File: src/rtl/ovs_pd_pkg.sv
package ovs_pd_pkg;
    typedef enum logic [1:0] {
        ST_IDLE  = 2'd0,
        ST_HUNT  = 2'd1,
        ST_TRACK = 2'd2
    } trk_state_e;
endpackage

File: src/rtl/ovs_edge_finder.sv
module ovs_edge_finder #(
    parameter int OSR   = 8,
    parameter int IDX_W = 3
) (
    input  logic             clk,
    input  logic             rst_n,
    input  logic [OSR-1:0]   word,
    output logic             edge_valid,
    output logic [IDX_W-1:0] edge_idx
);
    logic           prev_last;
    logic [OSR-1:0] trans;

    always_ff @(posedge clk or negedge rst_n) begin
        if (!rst_n) prev_last <= 1'b0;
        else        prev_last <= word[OSR-1];
    end

    // boundary with previous word
    assign trans[0] = prev_last ^ word[0];
    for (genvar i = 1; i < OSR; i++) begin : g_trans
        assign trans[i] = word[i] ^ word[i-1];
    end

    // lowest index wins
    always_comb begin
        edge_idx = '0;
        for (int i = OSR - 1; i >= 0; i--) begin
            if (trans[i]) edge_idx = IDX_W'(i);
        end
    end

    assign edge_valid = |trans;

    // a word reported edge-free must be flat and continue the previous level
    assert_flat_word_R2: assert property (@(posedge clk) disable iff (!rst_n)
        !edge_valid |-> (word == {OSR{prev_last}}));
endmodule

File: src/rtl/ovs_loop_filter.sv
module ovs_loop_filter #(
    parameter int OSR    = 8,
    parameter int IDX_W  = 3,
    parameter int THRESH = 8
) (
    input  logic             clk,
    input  logic             rst_n,
    input  logic             en,
    input  logic             edge_valid,
    input  logic [IDX_W-1:0] edge_idx,
    input  logic [IDX_W-1:0] sel,
    output logic             step_up,
    output logic             step_dn
);
    localparam int ACC_W = $clog2(THRESH + OSR) + 1;
    localparam logic [IDX_W-1:0]        HALF = IDX_W'(OSR / 2);
    localparam logic signed [ACC_W-1:0] SPAN = ACC_W'(OSR);
    localparam logic signed [ACC_W-1:0] TH_P = ACC_W'(THRESH);
    localparam logic signed [ACC_W-1:0] TH_N = -TH_P;

    logic [IDX_W-1:0]        target;
    logic [IDX_W-1:0]        diff;
    logic signed [ACC_W-1:0] err;
    logic signed [ACC_W-1:0] sum;
    logic signed [ACC_W-1:0] acc;

    assign target = edge_idx + HALF;
    assign diff   = target - sel;

    always_comb begin
        if (diff >= HALF) err = $signed(ACC_W'(diff)) - SPAN;
        else              err = $signed(ACC_W'(diff));
        sum = acc + err;
    end

    always_ff @(posedge clk or negedge rst_n) begin
        if (!rst_n) begin
            acc     <= '0;
            step_up <= 1'b0;
            step_dn <= 1'b0;
        end else begin
            step_up <= 1'b0;
            step_dn <= 1'b0;
            if (!en) begin
                acc <= '0;
            end else if (edge_valid) begin
                if (sum >= TH_P) begin
                    step_up <= 1'b1;
                    acc     <= '0;
                end else if (sum <= TH_N) begin
                    step_dn <= 1'b1;
                    acc     <= '0;
                end else begin
                    acc <= sum;
                end
            end
        end
    end

    assert_pulse_excl_R6: assert property (@(posedge clk) disable iff (!rst_n)
        !(step_up && step_dn));

    assert_acc_bound_R4: assert property (@(posedge clk) disable iff (!rst_n)
        (acc < TH_P) && (acc > TH_N));

    assert_hold_quiet_R5: assert property (@(posedge clk) disable iff (!rst_n)
        (en && !edge_valid) |=> (acc == $past(acc)));

    assert_idle_quiet_R7: assert property (@(posedge clk) disable iff (!rst_n)
        !en |=> (!step_up && !step_dn));
endmodule

File: src/rtl/ovs_train_fsm.sv
module ovs_train_fsm
    import ovs_pd_pkg::*;
#(
    parameter int OSR        = 8,
    parameter int IDX_W      = 3,
    parameter int PAT_W      = 8,
    parameter int LOCK_WORDS = 16
) (
    input  logic             clk,
    input  logic             rst_n,
    input  logic             train_en,
    input  logic [OSR-1:0]   word,
    input  logic [PAT_W-1:0] ref_pat,
    output logic [IDX_W-1:0] sel,
    output logic             locked,
    output logic             track_en
);
    localparam int BIT_W = $clog2(PAT_W);
    localparam int CNT_W = $clog2(LOCK_WORDS);

    trk_state_e       state, nstate;
    logic [BIT_W-1:0] bit_cnt;
    logic [PAT_W-1:0] hist;
    logic [CNT_W-1:0] match_cnt;
    logic [PAT_W-1:0] hist_next;
    logic             word_done, word_ok, word_bad, acquire;

    assign hist_next = {hist[PAT_W-2:0], word[sel]};
    assign word_done = (bit_cnt == BIT_W'(PAT_W - 1));
    assign word_ok   = word_done && (hist_next == ref_pat);
    assign word_bad  = word_done && (hist_next != ref_pat);
    assign acquire   = word_ok && (match_cnt == CNT_W'(LOCK_WORDS - 1));

    // state register
    always_ff @(posedge clk or negedge rst_n) begin
        if (!rst_n) state <= ST_IDLE;
        else        state <= nstate;
    end

    // transitions: START, ABORT, ACQUIRE
    always_comb begin
        nstate = state;
        unique case (state)
            ST_IDLE:  if (train_en) nstate = ST_HUNT;
            ST_HUNT: begin
                if (!train_en)    nstate = ST_IDLE;
                else if (acquire) nstate = ST_TRACK;
            end
            ST_TRACK: nstate = ST_TRACK;
            default:  nstate = ST_IDLE;
        endcase
    end

    // training datapath
    always_ff @(posedge clk or negedge rst_n) begin
        if (!rst_n) begin
            sel       <= '0;
            bit_cnt   <= '0;
            hist      <= '0;
            match_cnt <= '0;
        end else begin
            unique case (state)
                ST_IDLE: begin
                    sel       <= '0;
                    bit_cnt   <= '0;
                    hist      <= '0;
                    match_cnt <= '0;
                end
                ST_HUNT: begin
                    if (train_en) begin
                        bit_cnt <= bit_cnt + 1'b1;
                        hist    <= hist_next;
                        if (word_bad) begin
                            sel       <= sel + 1'b1;
                            match_cnt <= '0;
                        end else if (word_ok) begin
                            match_cnt <= match_cnt + 1'b1;
                        end
                    end
                end
                ST_TRACK: ;
                default: ;
            endcase
        end
    end

    // outputs
    always_comb begin
        locked   = 1'b0;
        track_en = 1'b0;
        unique case (state)
            ST_IDLE:  ;
            ST_HUNT:  ;
            ST_TRACK: begin
                locked   = 1'b1;
                track_en = 1'b1;
            end
            default:  ;
        endcase
    end

    assert_cand_step_R8: assert property (@(posedge clk) disable iff (!rst_n)
        (state == ST_HUNT && train_en && word_bad) |=> (sel == IDX_W'($past(sel) + 1'b1)));

    assert_lock_sticky_R9: assert property (@(posedge clk) disable iff (!rst_n)
        locked |=> locked);

    assert_sel_frozen_R9: assert property (@(posedge clk) disable iff (!rst_n)
        locked |=> $stable(sel));

    assert_lock_run_R9: assert property (@(posedge clk) disable iff (!rst_n)
        $rose(locked) |-> ($past(match_cnt) == CNT_W'(LOCK_WORDS - 1)));
endmodule

File: src/rtl/ovs_phase_tracker.sv
module ovs_phase_tracker #(
    parameter int OSR        = 8,
    parameter int THRESH     = 8,
    parameter int PAT_W      = 8,
    parameter int LOCK_WORDS = 16
) (
    input  logic                    clk,
    input  logic                    rst_n,
    input  logic [OSR-1:0]          samp_word,
    input  logic                    train_en,
    input  logic [PAT_W-1:0]        ref_pat,
    output logic                    rec_bit,
    output logic                    phase_up,
    output logic                    phase_dn,
    output logic                    locked,
    output logic [$clog2(OSR)-1:0]  sample_sel
);
    localparam int IDX_W = $clog2(OSR);

    logic             edge_valid;
    logic [IDX_W-1:0] edge_idx;
    logic             track_en;

    ovs_edge_finder #(.OSR(OSR), .IDX_W(IDX_W)) u_edge (
        .clk        (clk),
        .rst_n      (rst_n),
        .word       (samp_word),
        .edge_valid (edge_valid),
        .edge_idx   (edge_idx)
    );

    ovs_train_fsm #(.OSR(OSR), .IDX_W(IDX_W), .PAT_W(PAT_W), .LOCK_WORDS(LOCK_WORDS)) u_fsm (
        .clk      (clk),
        .rst_n    (rst_n),
        .train_en (train_en),
        .word     (samp_word),
        .ref_pat  (ref_pat),
        .sel      (sample_sel),
        .locked   (locked),
        .track_en (track_en)
    );

    ovs_loop_filter #(.OSR(OSR), .IDX_W(IDX_W), .THRESH(THRESH)) u_filt (
        .clk        (clk),
        .rst_n      (rst_n),
        .en         (track_en),
        .edge_valid (edge_valid),
        .edge_idx   (edge_idx),
        .sel        (sample_sel),
        .step_up    (phase_up),
        .step_dn    (phase_dn)
    );

    always_ff @(posedge clk or negedge rst_n) begin
        if (!rst_n) rec_bit <= 1'b0;
        else        rec_bit <= samp_word[sample_sel];
    end

    // recovered bit follows the selected sample one cycle later
    assert_rec_bit_R10: assert property (@(posedge clk) disable iff (!rst_n)
        ##1 (rec_bit == $past(samp_word[sample_sel])));
endmodule

File: config.mk
export PLATFORM = sky130hd
export DESIGN_NAME = ovs_phase_tracker
export DESIGN_NICKNAME = d
export VERILOG_FILES = /design/src/rtl/ovs_pd_pkg.sv /design/src/rtl/ovs_edge_finder.sv /design/src/rtl/ovs_loop_filter.sv /design/src/rtl/ovs_train_fsm.sv /design/src/rtl/ovs_phase_tracker.sv
export SDC_FILE = /design/constraint.sdc
export NUM_CORES = 1
export LEC_CHECK = 0
export BUFFER_PORTS_ARGS = -buffer_cell sky130_fd_sc_hd__clkbuf_2
export CORE_ASPECT_RATIO = 1.4
export CORE_MARGIN = 2
export CORE_UTILIZATION = 50
export CTS_BUF_LIST = sky130_fd_sc_hd__clkbuf_16
export CTS_CLUSTER_DIAMETER = 200
export DETAILED_ROUTE_END_ITERATION = 8
export PLACE_DENSITY = 0.69
export SYNTH_ARGS = -nofsm -noshare
export SYNTH_HDL_FRONTEND = slang
export SYNTH_SLANG_ARGS = --single-unit
File: constraint.sdc
create_clock -name clk -period 4.4 [get_ports clk]
set_input_delay 0.44 -clock clk [delete_from_list [all_inputs] [get_ports clk]]
set_output_delay 0.44 -clock clk [all_outputs]
set_load 0.02 [all_outputs]
==> metrics.cfg <==
[synthesis]
syn_nets = 243
seq_area_frac_synth = 0.367
synthCells = 211
syn_avg_cell_area_sq_um = 9.04
ys_ff_latch = 28
synth_area_sq_um = 1910
synth_warnings = 0
synthArstFlopShare = 1.00
synth-edff-count = 0
synth_flop_cell = dfrtp_1
synthDistinctLibCells = 44

[status]
status = finished clean

[hold_path]
min_path_type = input port to async pin

[global_route]
grt_pass1_wl_mm = 6.63
grt_max_degree = 29
first_global_vias = 1523
grt.total_usage = 0.187
antenna_found_initial = 0
grt_overflow = 0

[critical_path]
reg2reg_slack_ps = 620
cp_common_cell = ha_1
path_buf_inv = 0
arrival_ps = 3940
cpMaxStageDelayCell = dfrtp_1
start_kind = register
path_cells = or3_4 > o22ai_1 > ha_1 > ha_1 > xor2_1 > xnor2_1 > xnor2_1 > ha_1 > nand2_1 > o21ai_0 > xor2_1 > xnor3_2 > xnor2_2 > o31ai_1
critPathKind = register to register
max_stage_delay_ps = 400
critPathMaxFanout = 4
cp_data_required_time_ps = 4560
end_kind = register
path_delay_family = XOR/XNOR gates

[finish]
final_util = 0.595
area_growth_pct = 13.6
drive_above_1_share = 0.162
layout.nets = 267
antenna_cells = 0

[place]
globalplace.congestion = 0.774
hpwl_mm = 2.82
port_buffers = 25

[floorplanning]
core_area_sq_um = 3640
floorplan.initialDensity = 0.524
pin_count = 26
dieArea_sq_um = 4330
row_count = 26
die_x_microns = 56.2
die_h_microns = 77.1

[timing]
min_period_ps = 3780
fmax_ghz = 0.265
worst_slew_pin_slew_ps = 820
slew_headroom = 0.452
fin_hold_ws_ps = 219
fin_worst_skew_ps = 4.74
finalSetupTns_ps = 0
setup_violations = 0
hold_viol = 0
final.period_utilization = 0.859
rsz0062_at_grt = no
maxSlewViolCount = 0

[drt]
drt_first_pass_iters = 4
viasPerCell = 5.62
wl_per_cell_microns = 13.8
drtIter0Drc = 70
drc = 0
ant_nets = 0
vias = 1552
drt_wl_total_mm = 3.81

[cts]
cts-htree-levels = 1
clock_latency_ps = 260
cts_setup_buffers = 0
tritoncts = done
numCtsBuffers = 3
cts_resized = 0
root_buffer = clkbuf_16
cts_hold_buf = 0
clockBufferDepth = 2
cts_sinks = 28
clk_pin_slew_ps = 70

[pwr]
max-vdd-ir-drop_v = 0.000220
power_mw = 0.622
p_leak_nw = 1.03
powerDensity_nw_per_um2 = 287

[run]
maxCapViolCount = 0

per-stage QoR:
| stage | setup slack (ps) | cell area (sq um) | cells |
|---|---|---|---|
| finish | 619 | 2170 | 276 |
| global route | 325 | 2170 | 276 |
| detailed placement | 362 | 2060 | 272 |
| floorplan | 811 | 1910 | 211 |
| global placement | 528 | 2060 | 272 |
| CTS | 570 | 2170 | 276 |
area by class of cell:
cell class | instances | area [sq um]
sequential | 28 | 701
fill | 330 | 1480
clock buffer | 3 | 75.1
tap | 42 | 52.6
inverter | 12 | 45.0
multi-input combinational | 165 | 1140
clock inverter | 1 | 30.0
timing repair buffer | 25 | 125
worst reg2reg max path, stage by stage, from the launching register on:
cell and delay [ps]:
dfrtp_1 400, or3_4 350, o22ai_1 170, ha_1 250, ha_1 200, xor2_1 160
xnor2_1 340, xnor2_1 190, ha_1 360, nand2_1 60, o21ai_0 270, xor2_1 210
xnor3_2 300, xnor2_2 160, o31ai_1 250
cells by family after synthesis:
group,after synthesis,synth area share
xor+xnor,17,0.0977
buf+inv,18,0.0361
compound gates,56,0.186
mux,7,0.0374
fa+ha+maj,13,0.0892
simple gates,72,0.186
flops,28,0.367
layer usage:
| layer | vias to the layer above | track usage | wire length [microns] |
|---|---|---|---|
| met5 | - | 0 | 0 |
| met4 | 0 | 0.0429 | 25 |
| met3 | 2 | 0.0169 | 58 |
| met2 | 15 | 0.354 | 2030 |
| met1 | 749 | 0.224 | 1690 |
| li1 | 786 | - | - |
worst paths after layout:
| check | from | end | depth (start not counted) |
|---|---|---|---|
| setup / recovery | u_edge.prev_last$_DFF_PN0_ | u_filt.acc[2]$_DFFE_PN0P_ | 14 |
| setup reg to reg | u_edge.prev_last$_DFF_PN0_ | u_filt.acc[2]$_DFFE_PN0P_ | 14 |
| max in group asynchronous | rst_n | u_fsm.state[1]$_DFFE_PN0P_ | 1 |
| hold / removal | rst_n | u_fsm.match_cnt[0]$_DFFE_PN0P_ | 1 |
| min in group clk | samp_word[7] | u_edge.prev_last$_DFF_PN0_ | 1 |
| hold reg to reg | u_filt.acc[1]$_DFFE_PN0P_ | u_filt.acc[1]$_DFFE_PN0P_ | 2 |
synthesized netlist by cell type, drive strengths merged (2+ instances only):
library cell  number  area share
a21o               4       0.016
a21oi             15       0.039
a22o               4       0.018
a31oi              3      0.0098
clkbuf             5      0.0098
dfrtp             28        0.37
ha                12       0.079
inv               12       0.024
mux2i              6       0.031
nand2             25       0.049
nand2b             3      0.0098
nand3              9       0.024
nor2              10       0.021
nor2b             12       0.039
nor3               5       0.013
o21ai             15       0.039
o22ai              3       0.013
o31ai              4       0.016
or3                2      0.0092
xnor2              9       0.045
xor2               6       0.028
registers in the layout, indices dropped and copies added (netlist names), 2 cells and up:
register         count
u_fsm.hist           7
u_fsm.match_cnt      4
u_fsm.sel            3
u_fsm.state          2
u_fsm.bit_cnt        3
u_filt.acc           5
cells in the final DEF, fill, tap and decap left out, types with 8 or more instances in the layout:
cell / count
ha_1: 12
dfrtp_1: 28
xnor2_1: 8
a21oi_1: 15
nand3_1: 9
nor2_1: 9
inv_1: 12
nand2_1: 25
nor2b_1: 12
o21ai_0: 15
clkbuf_2: 25
power breakdown:
| part | internal, mW | switching [mW] |
|---|---|---|
| clock | 0.181 | 0.0867 |
| sequential | 0.261 | 0.00401 |
| combinational | 0.0396 | 0.0494 |
| total | 0.482 | 0.140 |
Note: power is estimated with default switching activity, not from simulation.
